$ cat src/rtl/vwin_pkg.sv
package vwin_pkg;
  typedef enum logic [1:0] {
    MAP_WIDE   = 2'd0,
    MAP_BANKED = 2'd1,
    MAP_MONO   = 2'd2,
    MAP_COLOR  = 2'd3
  } map_e;

  localparam int unsigned LO_BASE    = 32'h000A_0000;
  localparam int unsigned MONO_BASE  = 32'h000B_0000;
  localparam int unsigned COLOR_BASE = 32'h000B_8000;
  localparam int unsigned WIDE_SIZE  = 32'h0002_0000;
  localparam int unsigned BANK_SIZE  = 32'h0001_0000;
  localparam int unsigned TEXT_SIZE  = 32'h0000_8000;
  localparam int          BANK_SHIFT = 16;
endpackage

$ cat src/rtl/vwin_cfg_sel.sv
module vwin_cfg_sel
  import vwin_pkg::*;
#(
  parameter int ADDR_W  = 20,
  parameter int VRAM_AW = 24,
  parameter int BANK_W  = 8,
  parameter int PLANES  = 4
) (
  input  logic [PLANES-1:0]  plane_mask_i,
  input  logic               chain4_i,
  input  logic [1:0]         map_sel_i,
  input  logic [BANK_W-1:0]  bank_i,
  output logic               act_o,
  output logic [ADDR_W-1:0]  base_o,
  output logic [ADDR_W:0]    size_o,
  output logic [VRAM_AW-1:0] off_o
);
  localparam int BANK_SPAN = BANK_W + BANK_SHIFT;
  localparam int SIZE_W    = ADDR_W + 1;

  logic [VRAM_AW-1:0] bank_bytes;

  generate
    if (VRAM_AW >= BANK_SPAN) begin : g_bank_pad
      assign bank_bytes = VRAM_AW'({bank_i, {BANK_SHIFT{1'b0}}});
    end else begin : g_bank_trunc
      logic [BANK_SPAN-1:0] bank_full;
      assign bank_full  = {bank_i, {BANK_SHIFT{1'b0}}};
      assign bank_bytes = bank_full[VRAM_AW-1:0];
    end
  endgenerate

  always_comb begin
    act_o  = (plane_mask_i == {PLANES{1'b1}}) && chain4_i;
    base_o = '0;
    size_o = '0;
    off_o  = '0;
    if (act_o) begin
      unique case (map_e'(map_sel_i))
        MAP_WIDE: begin
          base_o = ADDR_W'(LO_BASE);
          size_o = SIZE_W'(WIDE_SIZE);
        end
        MAP_BANKED: begin
          base_o = ADDR_W'(LO_BASE);
          size_o = SIZE_W'(BANK_SIZE);
          off_o  = bank_bytes;
        end
        MAP_MONO: begin
          base_o = ADDR_W'(MONO_BASE);
          size_o = SIZE_W'(TEXT_SIZE);
        end
        default: begin
          base_o = ADDR_W'(COLOR_BASE);
          size_o = SIZE_W'(TEXT_SIZE);
        end
      endcase
    end
  end
endmodule

$ cat src/rtl/vwin_cfg_reg.sv
module vwin_cfg_reg #(
  parameter int ADDR_W  = 20,
  parameter int VRAM_AW = 24
) (
  input  logic               clk_i,
  input  logic               rst_ni,
  input  logic               nxt_act_i,
  input  logic [ADDR_W-1:0]  nxt_base_i,
  input  logic [ADDR_W:0]    nxt_size_i,
  input  logic [VRAM_AW-1:0] nxt_off_i,
  output logic               act_o,
  output logic [ADDR_W-1:0]  base_o,
  output logic [ADDR_W:0]    size_o,
  output logic [VRAM_AW-1:0] off_o,
  output logic               dirty_o
);
  logic               act_q;
  logic [ADDR_W-1:0]  base_q;
  logic [ADDR_W:0]    size_q;
  logic [VRAM_AW-1:0] off_q;
  logic               dirty_q;
  logic               cfg_change;
  logic               dirty_d;

  always_comb begin
    cfg_change = (nxt_act_i != act_q) || (nxt_base_i != base_q) ||
                 (nxt_size_i != size_q) || (nxt_off_i != off_q);
    dirty_d    = act_q && cfg_change;
  end

  always_ff @(posedge clk_i or negedge rst_ni) begin
    if (!rst_ni) begin
      act_q  <= 1'b0;
      base_q <= '0;
      size_q <= '0;
      off_q  <= '0;
    end else if (cfg_change) begin
      act_q  <= nxt_act_i;
      base_q <= nxt_base_i;
      size_q <= nxt_size_i;
      off_q  <= nxt_off_i;
    end
  end

  always_ff @(posedge clk_i or negedge rst_ni) begin
    if (!rst_ni) dirty_q <= 1'b0;
    else         dirty_q <= dirty_d;
  end

  assign act_o   = act_q;
  assign base_o  = base_q;
  assign size_o  = size_q;
  assign off_o   = off_q;
  assign dirty_o = dirty_q;
endmodule

$ cat src/rtl/vwin_addr_dec.sv
module vwin_addr_dec #(
  parameter int ADDR_W  = 20,
  parameter int VRAM_AW = 24
) (
  input  logic               clk_i,
  input  logic               rst_ni,
  input  logic               valid_i,
  input  logic [ADDR_W-1:0]  addr_i,
  input  logic               act_i,
  input  logic [ADDR_W-1:0]  base_i,
  input  logic [ADDR_W:0]    size_i,
  input  logic [VRAM_AW-1:0] off_i,
  output logic               hit_o,
  output logic [VRAM_AW-1:0] vram_o
);
  logic [ADDR_W:0]    win_end;
  logic               in_win;
  logic               look_hit;
  logic [ADDR_W-1:0]  rel;
  logic [VRAM_AW-1:0] vram_d;
  logic               hit_q;
  logic [VRAM_AW-1:0] vram_q;

  always_comb begin
    win_end  = {1'b0, base_i} + size_i;
    in_win   = act_i && (addr_i >= base_i) && ({1'b0, addr_i} < win_end);
    look_hit = valid_i && in_win;
    rel      = addr_i - base_i;
    vram_d   = VRAM_AW'(rel) + off_i;
  end

  always_ff @(posedge clk_i or negedge rst_ni) begin
    if (!rst_ni) hit_q <= 1'b0;
    else         hit_q <= look_hit;
  end

  always_ff @(posedge clk_i or negedge rst_ni) begin
    if (!rst_ni)       vram_q <= '0;
    else if (look_hit) vram_q <= vram_d;
  end

  assign hit_o  = hit_q;
  assign vram_o = vram_q;
endmodule

$ cat src/rtl/vwin_decoder.sv
module vwin_decoder #(
  parameter int ADDR_W  = 20,
  parameter int VRAM_AW = 24,
  parameter int BANK_W  = 8,
  parameter int PLANES  = 4
) (
  input  logic               clk_i,
  input  logic               rst_ni,
  input  logic [PLANES-1:0]  plane_wr_mask_i,
  input  logic               chain4_i,
  input  logic [1:0]         map_sel_i,
  input  logic [BANK_W-1:0]  bank_i,
  input  logic               addr_valid_i,
  input  logic [ADDR_W-1:0]  host_addr_i,
  output logic               hit_o,
  output logic [VRAM_AW-1:0] vram_addr_o,
  output logic               planes_dirty_o
);
  logic               nxt_act;
  logic [ADDR_W-1:0]  nxt_base;
  logic [ADDR_W:0]    nxt_size;
  logic [VRAM_AW-1:0] nxt_off;
  logic               cur_act;
  logic [ADDR_W-1:0]  cur_base;
  logic [ADDR_W:0]    cur_size;
  logic [VRAM_AW-1:0] cur_off;

  vwin_cfg_sel #(.ADDR_W(ADDR_W), .VRAM_AW(VRAM_AW), .BANK_W(BANK_W), .PLANES(PLANES)) i_sel (
    .plane_mask_i(plane_wr_mask_i), .chain4_i(chain4_i), .map_sel_i(map_sel_i),
    .bank_i(bank_i), .act_o(nxt_act), .base_o(nxt_base), .size_o(nxt_size), .off_o(nxt_off)
  );

  vwin_cfg_reg #(.ADDR_W(ADDR_W), .VRAM_AW(VRAM_AW)) i_cfg (
    .clk_i(clk_i), .rst_ni(rst_ni),
    .nxt_act_i(nxt_act), .nxt_base_i(nxt_base), .nxt_size_i(nxt_size), .nxt_off_i(nxt_off),
    .act_o(cur_act), .base_o(cur_base), .size_o(cur_size), .off_o(cur_off),
    .dirty_o(planes_dirty_o)
  );

  vwin_addr_dec #(.ADDR_W(ADDR_W), .VRAM_AW(VRAM_AW)) i_dec (
    .clk_i(clk_i), .rst_ni(rst_ni), .valid_i(addr_valid_i), .addr_i(host_addr_i),
    .act_i(cur_act), .base_i(cur_base), .size_i(cur_size), .off_i(cur_off),
    .hit_o(hit_o), .vram_o(vram_addr_o)
  );

  p_hit_follows_valid_r7: assert property (@(posedge clk_i) disable iff (!rst_ni)
    hit_o |-> $past(addr_valid_i));

  p_hit_needs_window_r1: assert property (@(posedge clk_i) disable iff (!rst_ni)
    hit_o |-> $past((plane_wr_mask_i == {PLANES{1'b1}}) && chain4_i, 2));

  p_dirty_needs_window_r9: assert property (@(posedge clk_i) disable iff (!rst_ni)
    planes_dirty_o |-> $past((plane_wr_mask_i == {PLANES{1'b1}}) && chain4_i, 2));

  p_addr_hold_r8: assert property (@(posedge clk_i) disable iff (!rst_ni)
    !hit_o |-> $stable(vram_addr_o));

  // All window bases and bank offsets are multiples of 0x8000
  p_low_bits_kept_r3: assert property (@(posedge clk_i) disable iff (!rst_ni)
    hit_o |-> (vram_addr_o[14:0] == $past(host_addr_i[14:0])));
endmodule

$ cat config.mk
export PLATFORM = sky130hd
export DESIGN_NAME = vwin_decoder
export DESIGN_NICKNAME = d
export VERILOG_FILES = /design/src/rtl/vwin_pkg.sv /design/src/rtl/vwin_cfg_sel.sv /design/src/rtl/vwin_cfg_reg.sv /design/src/rtl/vwin_addr_dec.sv /design/src/rtl/vwin_decoder.sv
export SDC_FILE = /design/constraint.sdc
export NUM_CORES = 1
export LEC_CHECK = 0
export ABC_AREA = 1
export BUFFER_PORTS_ARGS = -buffer_cell sky130_fd_sc_hd__clkbuf_2
export CAP_MARGIN = 0
export CELL_PAD_IN_SITES_DETAIL_PLACEMENT = 0
export CELL_PAD_IN_SITES_GLOBAL_PLACEMENT = 1
export CORE_MARGIN = 5
export CORE_UTILIZATION = 40
export DETAILED_ROUTE_END_ITERATION = 12
export HOLD_SLACK_MARGIN = 0.05
export PLACE_DENSITY = 0.9
export SLEW_MARGIN = 20
export SYNTH_ARGS = -nofsm -noshare
export SYNTH_HDL_FRONTEND = slang
export SYNTH_SLANG_ARGS = --single-unit
$ cat constraint.sdc
create_clock -name clk_i -period 3.85 [get_ports clk_i]
set_input_delay 1.155 -clock clk_i [delete_from_list [all_inputs] [get_ports clk_i]]
set_output_delay 1.155 -clock clk_i [all_outputs]
set_load 0.01 [all_outputs]
==> flow_metrics.py, run 1 <==
metrics = {
    "outcome": {
        "status": "completed",
    },
    "detailed_routing": {
        "detail_route.wl_per_cell_um": 11.4,
        "first_pass_iters": 4,
        "drtIter0Drc": 63,
        "ant_nets": 0,
        "vias": 2001,
        "via_per_inst": 4.48,
        "routed_wl_mm": 5.09,
        "drc": 0,
    },
    "synth": {
        "synthArstFlopShare_pct": 100,
        "yosys-top-cells-area": "dfrtp_1 (42%), nand2_1 (13%), inv_1 (8.6%), ha_1 (7.3%), o21ai_0 (4.4%)",
        "synth-edff-count": 0,
        "yosysMostFrequentCell": "nand2_1",
        "syn_area_per_cell_um2": 7.80,
        "yosysWarnings": 0,
        "netlist_top_cells_count": "nand2_1 (84), inv_1 (55), dfrtp_1 (40), nor2_1 (25), o21ai_0 (21)",
        "synthCells": 307,
        "ys.flop_type": "dfrtp_1",
        "yosysTopAreaCell": "dfrtp_1",
        "synth_top_area_share_pct": 41.8,
        "ys_types": 29,
        "syn_area_mm2": 0.00239,
        "ys_ff_latch": 40,
        "syn_nets": 362,
        "ys_seq_area_share_pct": 41.8,
    },
    "sta": {
        "rsz0062_at_grt": "no",
        "finalCriticalPeriod_ns": 3.12,
        "fmaxAchievable_mhz": 320,
        "finClkSkew_ns": 0.00347,
        "setup-tns-final_ns": 0,
        "slew_headroom_pct": 42.3,
        "slew_viol_final": 0,
        "finalCritPeriodShare_pct": 81.2,
        "hold_violations": 0,
        "worst_pin_slew_ns": 0.865,
        "fin_ws_ns": 0.725,
        "setup_violations": 0,
    },
    "final_layout": {
        "nets": 426,
        "syn2layout_area_growth_pct": 20.0,
        "fin_area_mm2": 0.00287,
        "drive_gt1_share_pct": 22.8,
        "fillers": 607,
        "finalNonFillerCells": 447,
        "antenna_cells": 0,
    },
    "clock_network": {
        "cts_tree": "built",
        "hold_buffers": 0,
        "clk_pin_slew_worst_paths_ns": 0.08,
        "clock_latency_ns": 0.29,
        "post_cts_buffers": 0,
        "cts_made_buffers": 5,
        "cts-resized-gates": 0,
        "cts-root-buf": "clkbuf_8",
        "htreeDepth": 2,
        "clock-sinks": 40,
        "cts_buffer_depth": 2,
    },
    "placed_design": {
        "io_buffers": 63,
        "place_area_mm2": 0.00276,
        "routabilityCongestion": 0.858,
        "dp.cells": 439,
        "dp_hpwl_mm": 4.07,
        "place_ws_ns": 0.406,
    },
    "die": {
        "rows": 28,
        "initial_utilization_pct": 40.7,
        "dieArea_mm2": 0.00763,
        "ios": 64,
        "die_height_um": 87.4,
        "die_w_um": 87.4,
        "design.core.area_mm2": 0.00589,
    },
    "critical_path": {
        "crit_type": "input port to flip-flop",
        "cp_data_arrival_time_ns": 3.32,
        "rr_startpoint": "i_cfg.base_o[15]",
        "cp-start-kind": "input port",
        "end_kind": "flip-flop",
        "startpoint": "host_addr_i[15]",
        "cp.required_ns": 4.05,
        "worstPathMaxFanout": 2,
    },
    "global_routing": {
        "overflow": 0,
        "grt_pass1_wl_mm": 8.67,
        "globalRouteTotalUtil_pct": 14.3,
        "grt_pass1_vias": 1891,
        "grt_max_degree": 47,
        "antenna_found_initial": 0,
    },
    "job": {
        "max_cap_viol_count": 0,
    },
    "pwr": {
        "p_leak_nw": 1.66,
        "power_density_mw_per_mm2": 303,
        "irDropWorstVdd_mv": 0.213,
        "total_power_mw": 0.869,
    },
    "min_path": {
        "min-delay-path-class": "flip-flop to flip-flop",
        "holdCritStartpoint": "i_dec.vram_o[14]",
    },
}
-- final timing paths --
kind,end,slack [ns],cells after the start
worst max-delay path,i_dec.vram_o[22],0.73,14
worst min-delay path,i_dec.vram_o[14],0.48,2
worst max register to register,i_dec.vram_o[14],1.12,11
worst min register to register,i_dec.vram_o[14],0.48,2
max in group asynchronous,i_cfg.off_o[17],2.33,1
min in group asynchronous,i_dec.vram_o[7],0.98,1
-- per-layer routing --
| layer | GRT usage (%) | vias up | share of wire, % |
|---|---|---|---|
| li1 | - | 1076 | - |
| met5 | 0 | - | 0 |
| met2 | 23.0 | 57 | 45 |
| met3 | 3.97 | 2 | 7.7 |
| met4 | 2.93 | 0 | 0.37 |
| met1 | 19.1 | 866 | 47 |
-- metrics by stage --
stage / util [%] / hold WS, ns
after global routing: 48.8 / 0.506
after CTS: 48.8 / 0.487
after floorplan: - / 0.515
after detailed placement: 46.9 / 0.466
final: 48.8 / 0.483
after global placement: 46.9 / 0.465
-- cell usage in the layout, fill, tap and decap left out, types with 2 or more instances in the layout --
cell type,Yosys,layout
a21boi_1,2,2
clkbuf_8,0,5
nand2_1,84,84
nand3_1,10,10
nand2_2,8,8
nand4_1,3,3
clkbuf_2,0,62
xnor2_1,4,4
dfrtp_1,40,40
fa_1,3,3
o21ai_0,21,21
nor2_4,3,3
a21oi_1,7,7
nor2_1,25,25
xor2_1,5,5
o21ai_1,3,3
nand3b_1,5,5
ha_1,14,14
inv_1,55,55
-- critical path, stage by stage --
cell and delay [ns]:
clkbuf_2 0.08, inv_2 0.05, ha_1 0.13, inv_1 0.06, fa_1 0.38, nand2_1 0.09
inv_1 0.04, nor2_1 0.13, inv_1 0.08, fa_1 0.44, o21ai_0 0.28, nand2_1 0.11
xor2_1 0.15, o21ai_0 0.15
-- state kept, by name, indices dropped and copies added, names as in the netlist --
register,count
i_cfg.off_o,8
i_cfg.size_o,3
i_cfg.base_o,3
i_cfg.dirty_o,1
i_dec.hit_o,1
i_dec.vram_o,24
-- cell families (layout without fill, tap and decap cells) --
kind of cell	Yosys count	in the layout	synth area share [%]
fa+ha+maj	17	17	9.82
xor+xnor	9	9	3.29
compound gates	37	37	8.36
buf+inv	62	127	10.6
simple gates	142	142	26.2
flops	40	40	41.8
-- area by class of cell --
type	instances	area (um^2)	share of cell area [%]
Clock buffer	5	68.8	2.40
Clock inverter	3	42.5	1.48
Inverter	56	210	7.32
Multi-Input combinational cell	205	1140	39.7
Sequential cell	40	1000	34.8
Tap cell	75	93.8	3.27
Timing Repair Buffer	63	315	11.0
-- power breakdown --
group	internal [mW]	switching [mW]
Combinational	0.0406	0.0583
Sequential	0.428	0.00434
Clock	0.192	0.146
Total	0.660	0.209
No activity file was read; power rests on OpenSTA's default activity.
==> run 2: changes to the inputs <==
--- a/config.mk
+++ b/config.mk
@@ -11,10 +11,10 @@
 export CELL_PAD_IN_SITES_DETAIL_PLACEMENT = 0
 export CELL_PAD_IN_SITES_GLOBAL_PLACEMENT = 1
 export CORE_MARGIN = 5
-export CORE_UTILIZATION = 40
+export CORE_UTILIZATION = 38
 export DETAILED_ROUTE_END_ITERATION = 12
 export HOLD_SLACK_MARGIN = 0.05
-export PLACE_DENSITY = 0.9
+export PLACE_DENSITY = 0.86
 export SLEW_MARGIN = 20
 export SYNTH_ARGS = -nofsm -noshare
 export SYNTH_HDL_FRONTEND = slang
==> constraint.sdc (replaced) <==
create_clock -name clk_i -period 2.9 [get_ports clk_i]
set_input_delay 0.87 -clock clk_i [delete_from_list [all_inputs] [get_ports clk_i]]
set_output_delay 0.87 -clock clk_i [all_outputs]
set_load 0.01 [all_outputs]
==> flow_metrics.py, run 2 (synthesis gave the netlist of run 1 again) <==
metrics = {
    "sta": {
        "worst_pin_slew_ns": 0.512,
        "finalCritPeriodShare_pct": 92.5,
        "rsz0062_at_grt": "no",
        "hold_violations": 0,
        "setup_violations": 0,
        "slew_viol_final": 0,
        "setup-tns-final_ns": 0,
        "fmaxAchievable_mhz": 373,
        "finClkSkew_ns": 0.00652,
        "finalCriticalPeriod_ns": 2.68,
        "slew_headroom_pct": 65.9,
    },
    "global_routing": {
        "grt_max_degree": 41,
        "met1_usage_pct": 17.3,
        "grt_pass1_vias": 2024,
        "gr-usage-met2_pct": 24.4,
        "antenna_found_initial": 0,
        "use_met3_pct": 3.50,
        "globalRoute.busiestLayer": "met2",
        "globalRouteTotalUtil_pct": 14.0,
        "overflow": 0,
        "grt_pass1_wl_mm": 8.74,
    },
    "clock_network": {
        "clock-sinks": 40,
        "clock_latency_ns": 0.29,
        "post_cts_buffers": 0,
        "cts-root-buf": "clkbuf_8",
        "cts_buffer_depth": 2,
        "htreeDepth": 2,
        "cts_made_buffers": 5,
        "clk_pin_slew_worst_paths_ns": 0.07,
        "cts_tree": "built",
        "hold_buffers": 0,
        "cts-resized-gates": 0,
    },
    "final_layout": {
        "fin_util_pct": 47.1,
        "finalNonFillerCells": 458,
        "largest_reg_flops": 24,
        "antenna_cells": 0,
        "drive_gt1_share_pct": 24.4,
        "syn2layout_area_growth_pct": 22.7,
        "layout_common_cells": "nand2_1 (84), clkbuf_2 (63), inv_1 (55)",
        "final_common_cell": "nand2_1",
        "nets": 435,
    },
    "job": {
        "max_cap_viol_count": 0,
    },
    "placed_design": {
        "io_buffers": 63,
        "dp.cells": 450,
        "routabilityCongestion": 0.811,
        "dp_hpwl_mm": 4.19,
    },
    "detailed_routing": {
        "via_per_inst": 4.48,
        "routed_wl_mm": 5.26,
        "ant_nets": 0,
        "vias": 2050,
        "drc": 0,
        "first_pass_iters": 4,
        "detail_route.wl_per_cell_um": 11.5,
        "drtIter0Drc": 47,
    },
    "die": {
        "ios": 64,
        "design.core.area_mm2": 0.00624,
        "dieArea_mm2": 0.00799,
        "die_height_um": 89.4,
        "rows": 29,
        "initial_utilization_pct": 38.4,
        "die_w_um": 89.4,
    },
    "pwr": {
        "total_power_mw": 1.16,
        "power_density_mw_per_mm2": 393,
        "irDropWorstVdd_mv": 0.223,
        "p_leak_nw": 1.71,
    },
    "outcome": {
        "status": "completed",
    },
    "critical_path": {
        "path_depth": 14,
        "ff2ff_path_depth": 11,
        "critical_path.most_common_cell": "inv_1",
        "path_buf_inv": 5,
        "cp_top_family": "adder cells",
        "cp.required_ns": 3.11,
        "end_kind": "flip-flop",
        "cp-start-kind": "input port",
        "crit_chain": "clkbuf_2 -> inv_2 -> ha_1 -> inv_1 -> fa_1 -> nand2_1 -> inv_1 -> nor2_1 -> inv_1 -> fa_1 -> o21ai_1 -> nand2_1 -> xor2_1 -> o21ai_0",
        "cp_data_arrival_time_ns": 2.89,
        "critPathMaxStageDelay_ns": 0.41,
        "worstPathMaxFanout": 2,
        "crit_slowest_cell": "fa_1",
        "crit_type": "input port to flip-flop",
    },
    "min_path": {
        "holdPathStages": 2,
        "min-delay-path-class": "flip-flop to flip-flop",
    },
}
[run 2: worst paths after layout]
path                                   from               end  slack (ns)
setup / recovery            host_addr_i[15]  i_dec.vram_o[22]        0.22
hold / removal             i_dec.vram_o[17]  i_dec.vram_o[17]        0.48
setup reg to reg           i_cfg.base_o[15]  i_dec.vram_o[22]        0.27
hold reg to reg            i_dec.vram_o[17]  i_dec.vram_o[17]        0.48
max in group asynchronous            rst_ni  i_dec.vram_o[17]        1.91
min in group asynchronous            rst_ni  i_dec.vram_o[15]        0.64
[run 2: cell type report]
cell class | count | area, um^2
fillers | 635 | 3300
multi-input cells | 205 | 1140
flip-flops and latches | 40 | 1000
repair buffers | 72 | 383
inverters | 56 | 210
well taps | 77 | 96.3
clock buffers | 6 | 72.6
clock inverters | 2 | 35.0
[run 2: worst reg2reg max path: stages, from the launching register on]
cell,delay (ns)
dfrtp_1,0.43
ha_1,0.21
inv_1,0.08
fa_1,0.42
ha_1,0.28
a21boi_1,0.12
o21a_1,0.17
o21ai_1,0.15
nand2_2,0.21
buf_4,0.28
nand2_1,0.08
o21ai_0,0.08
[run 2: power breakdown]
part | internal (mW) | switching [mW] | leakage (nW)
clock | 0.255 | 0.188 | 0.0552
sequential | 0.568 | 0.00603 | 0.556
combinational | 0.0592 | 0.0791 | 1.10
total | 0.883 | 0.273 | 1.71
[run 2: metrics by stage]
step	setup WS [ns]	cell area [um^2]	hold slack [ns]
6_report	0.216	2940	0.485
5_1_grt	0.0298	2940	0.511
4_1_cts	0.135	2940	0.488
3_5_place_dp	-0.166	2830	0.468
3_3_place_gp	-0.108	2830	0.466
2_1_floorplan	0.0522	2390	0.515
[run 2: layer usage]
metal  part of all wire, %  wire [um]
met5                     0          0
met3                   6.5        341
met1                    44       2330
met4                  0.59         31
met2                    49       2550
==> run 3: changes to the inputs <==
--- a/config.mk
+++ b/config.mk
@@ -11,10 +11,10 @@
 export CELL_PAD_IN_SITES_DETAIL_PLACEMENT = 0
 export CELL_PAD_IN_SITES_GLOBAL_PLACEMENT = 1
 export CORE_MARGIN = 5
-export CORE_UTILIZATION = 38
+export CORE_UTILIZATION = 34
 export DETAILED_ROUTE_END_ITERATION = 12
 export HOLD_SLACK_MARGIN = 0.05
-export PLACE_DENSITY = 0.86
+export PLACE_DENSITY = 0.82
 export SLEW_MARGIN = 20
 export SYNTH_ARGS = -nofsm -noshare
 export SYNTH_HDL_FRONTEND = slang
==> constraint.sdc (replaced) <==
create_clock -name clk_i -period 2.45 [get_ports clk_i]
set_input_delay 0.735 -clock clk_i [delete_from_list [all_inputs] [get_ports clk_i]]
set_output_delay 0.735 -clock clk_i [all_outputs]
set_load 0.01 [all_outputs]
==> flow_metrics.py, run 3 (synthesis gave the netlist of run 1 again) <==
metrics = {
    "outcome": {
        "status": "completed",
    },
    "critical_path": {
        "crit_chain": "buf_8 -> inv_12 -> ha_4 -> inv_2 -> fa_2 -> nand2_2 -> nand2_2 -> xor2_1 -> ha_1 -> nand2_1 -> o21ai_2 -> nand2_1 -> xor2_1 -> o21ai_1",
        "rr_startpoint": "i_cfg.base_o[15]",
        "cp-start-kind": "input port",
        "r2r-end": "i_dec.vram_o[15]",
        "path_depth": 14,
        "cp_top_family": "adder cells",
        "rrSetupSlack_ns": 0.04,
        "crit_type": "input port to flip-flop",
        "ff2ff_path_depth": 11,
        "crit_slowest_cell": "ha_1",
        "critPathMaxStageDelay_ns": 0.37,
        "cp_data_arrival_time_ns": 2.65,
        "cp.required_ns": 2.68,
        "worstPathMaxFanout": 4,
        "end_kind": "flip-flop",
        "path_buf_inv": 3,
    },
    "placed_design": {
        "io_buffers": 63,
        "place_ws_ns": -0.416,
        "routabilityCongestion": 0.790,
        "dp_hpwl_mm": 4.49,
    },
    "detailed_routing": {
        "vias": 2159,
        "routed_wl_mm": 6.08,
        "drc": 0,
        "detail_route.wl_per_cell_um": 12.4,
        "ant_nets": 0,
        "via_per_inst": 4.39,
        "first_pass_iters": 5,
        "drtIter0Drc": 62,
    },
    "sta": {
        "fmaxAchievable_mhz": 413,
        "setup_violations": 0,
        "hold_violations": 0,
        "finalCriticalPeriod_ns": 2.42,
        "worst_pin_slew_ns": 0.537,
        "rsz0062_at_grt": "yes",
        "hold_slack_ns": 0.406,
        "finalCritPeriodShare_pct": 98.9,
        "finClkSkew_ns": 0.00895,
        "fin_ws_ns": 0.0259,
        "slew_viol_final": 0,
        "slew_headroom_pct": 64.2,
    },
    "clock_network": {
        "clk_pin_slew_worst_paths_ns": 0.08,
        "cts_made_buffers": 5,
        "cts_buffer_depth": 2,
        "cts-root-buf": "clkbuf_8",
        "clock-sinks": 40,
        "clock_latency_ns": 0.30,
        "cts_tree": "built",
        "htreeDepth": 2,
    },
    "final_layout": {
        "antenna_cells": 0,
        "largest_reg_flops": 24,
        "layout_common_cells": "nand2_1 (74), clkbuf_2 (62), inv_1 (50)",
        "syn2layout_area_growth_pct": 39.1,
        "nets": 450,
        "drive_gt1_share_pct": 35.1,
        "final_common_cell": "nand2_1",
    },
    "global_routing": {
        "grt_max_degree": 47,
        "grt_pass1_vias": 2053,
        "globalRouteTotalUtil_pct": 13.0,
        "antenna_found_initial": 0,
        "grt_pass1_wl_mm": 9.18,
        "overflow": 0,
    },
    "die": {
        "ios": 64,
        "dieArea_mm2": 0.00882,
        "design.core.area_mm2": 0.00683,
        "die_w_um": 93.9,
        "initial_utilization_pct": 35.1,
        "die_height_um": 93.9,
        "rows": 30,
    },
    "job": {
        "max_cap_viol_count": 0,
    },
    "pwr": {
        "power_density_mw_per_mm2": 427,
        "irDropWorstVdd_mv": 0.207,
        "p_leak_nw": 1.85,
    },
    "min_path": {
        "min-delay-path-class": "input port to asynchronous set/reset pin",
    },
}
==> run 3: changes by cell type in the layout (fill, tap and decap cells not counted), moves of 4 or more <==
| cell | change |
|---|---|
| o21ai_0 | -16 |
| o21ai_1 | +12 |
| nand2_1 | -10 |
| nand2_2 | +8 |
| buf_4 | +6 |
| ha_1 | -5 |
| inv_1 | -5 |
| clkbuf_16 | +4 |
| o21ai_2 | +4 |
==> run 3: metal layers <==
| metal | part of all wire [%] | track usage (%) | vias up |
|---|---|---|---|
| met5 | 0 | 0 | - |
| met1 | 45 | 17.2 | 951 |
| li1 | - | - | 1131 |
| met3 | 6.7 | 3.45 | 7 |
| met4 | 1.2 | 3.61 | 0 |
| met2 | 47 | 20.9 | 70 |
==> run 3: worst max-delay path by stage <==
stage / endpoint / slack (ns) / from
after floorplan: i_dec.vram_o[22] / -0.1 / host_addr_i[15]
after global placement: i_dec.vram_o[22] / -0.35 / host_addr_i[15]
after detailed placement: i_dec.vram_o[22] / -0.42 / host_addr_i[15]
after CTS: i_dec.vram_o[22] / 0.0009 / host_addr_i[15]
after global routing: i_dec.vram_o[22] / -0.10 / host_addr_i[15]
final: i_dec.vram_o[22] / 0.03 / host_addr_i[15]
==> run 3: area by class of cell <==
class,count,area [um^2]
Fill cell,683,3500
Clock buffer,5,68.8
Tap cell,96,120
Sequential cell,40,1000
Timing Repair Buffer,87,616
Clock inverter,3,42.5
Inverter,56,225
Multi-Input combinational cell,205,1260
==> run 3: through the flow <==
stage	util (%)	cells	TNS (ns)	area (um^2)	total power, mW
after global placement	43.6	474	-1.69	2980	0.873
after CTS	45.3	482	0	3100	1.42
after floorplan	-	307	-0.154	2450	0.780
after detailed placement	43.6	474	-2.02	2980	0.876
after global routing	48.8	492	-1.17	3330	1.49
final	48.8	492	0	3330	1.42
==> run 3: timing repair <==
item,in CTS,in global routing
setup buffers,0,3
resized for setup,2,39
endpoints found under the setup margin,2,24
pin swaps,6,8
hold buffers,0,0
cloned,0,7
==> run 3: power breakdown <==
group          leakage [nW]  switching (mW)  internal, mW  total (mW)
clock                0.0541           0.244         0.302       0.545
combinational          1.24           0.106        0.0897       0.196
sequential            0.556         0.00788         0.672       0.680
total                  1.85           0.358          1.06        1.42
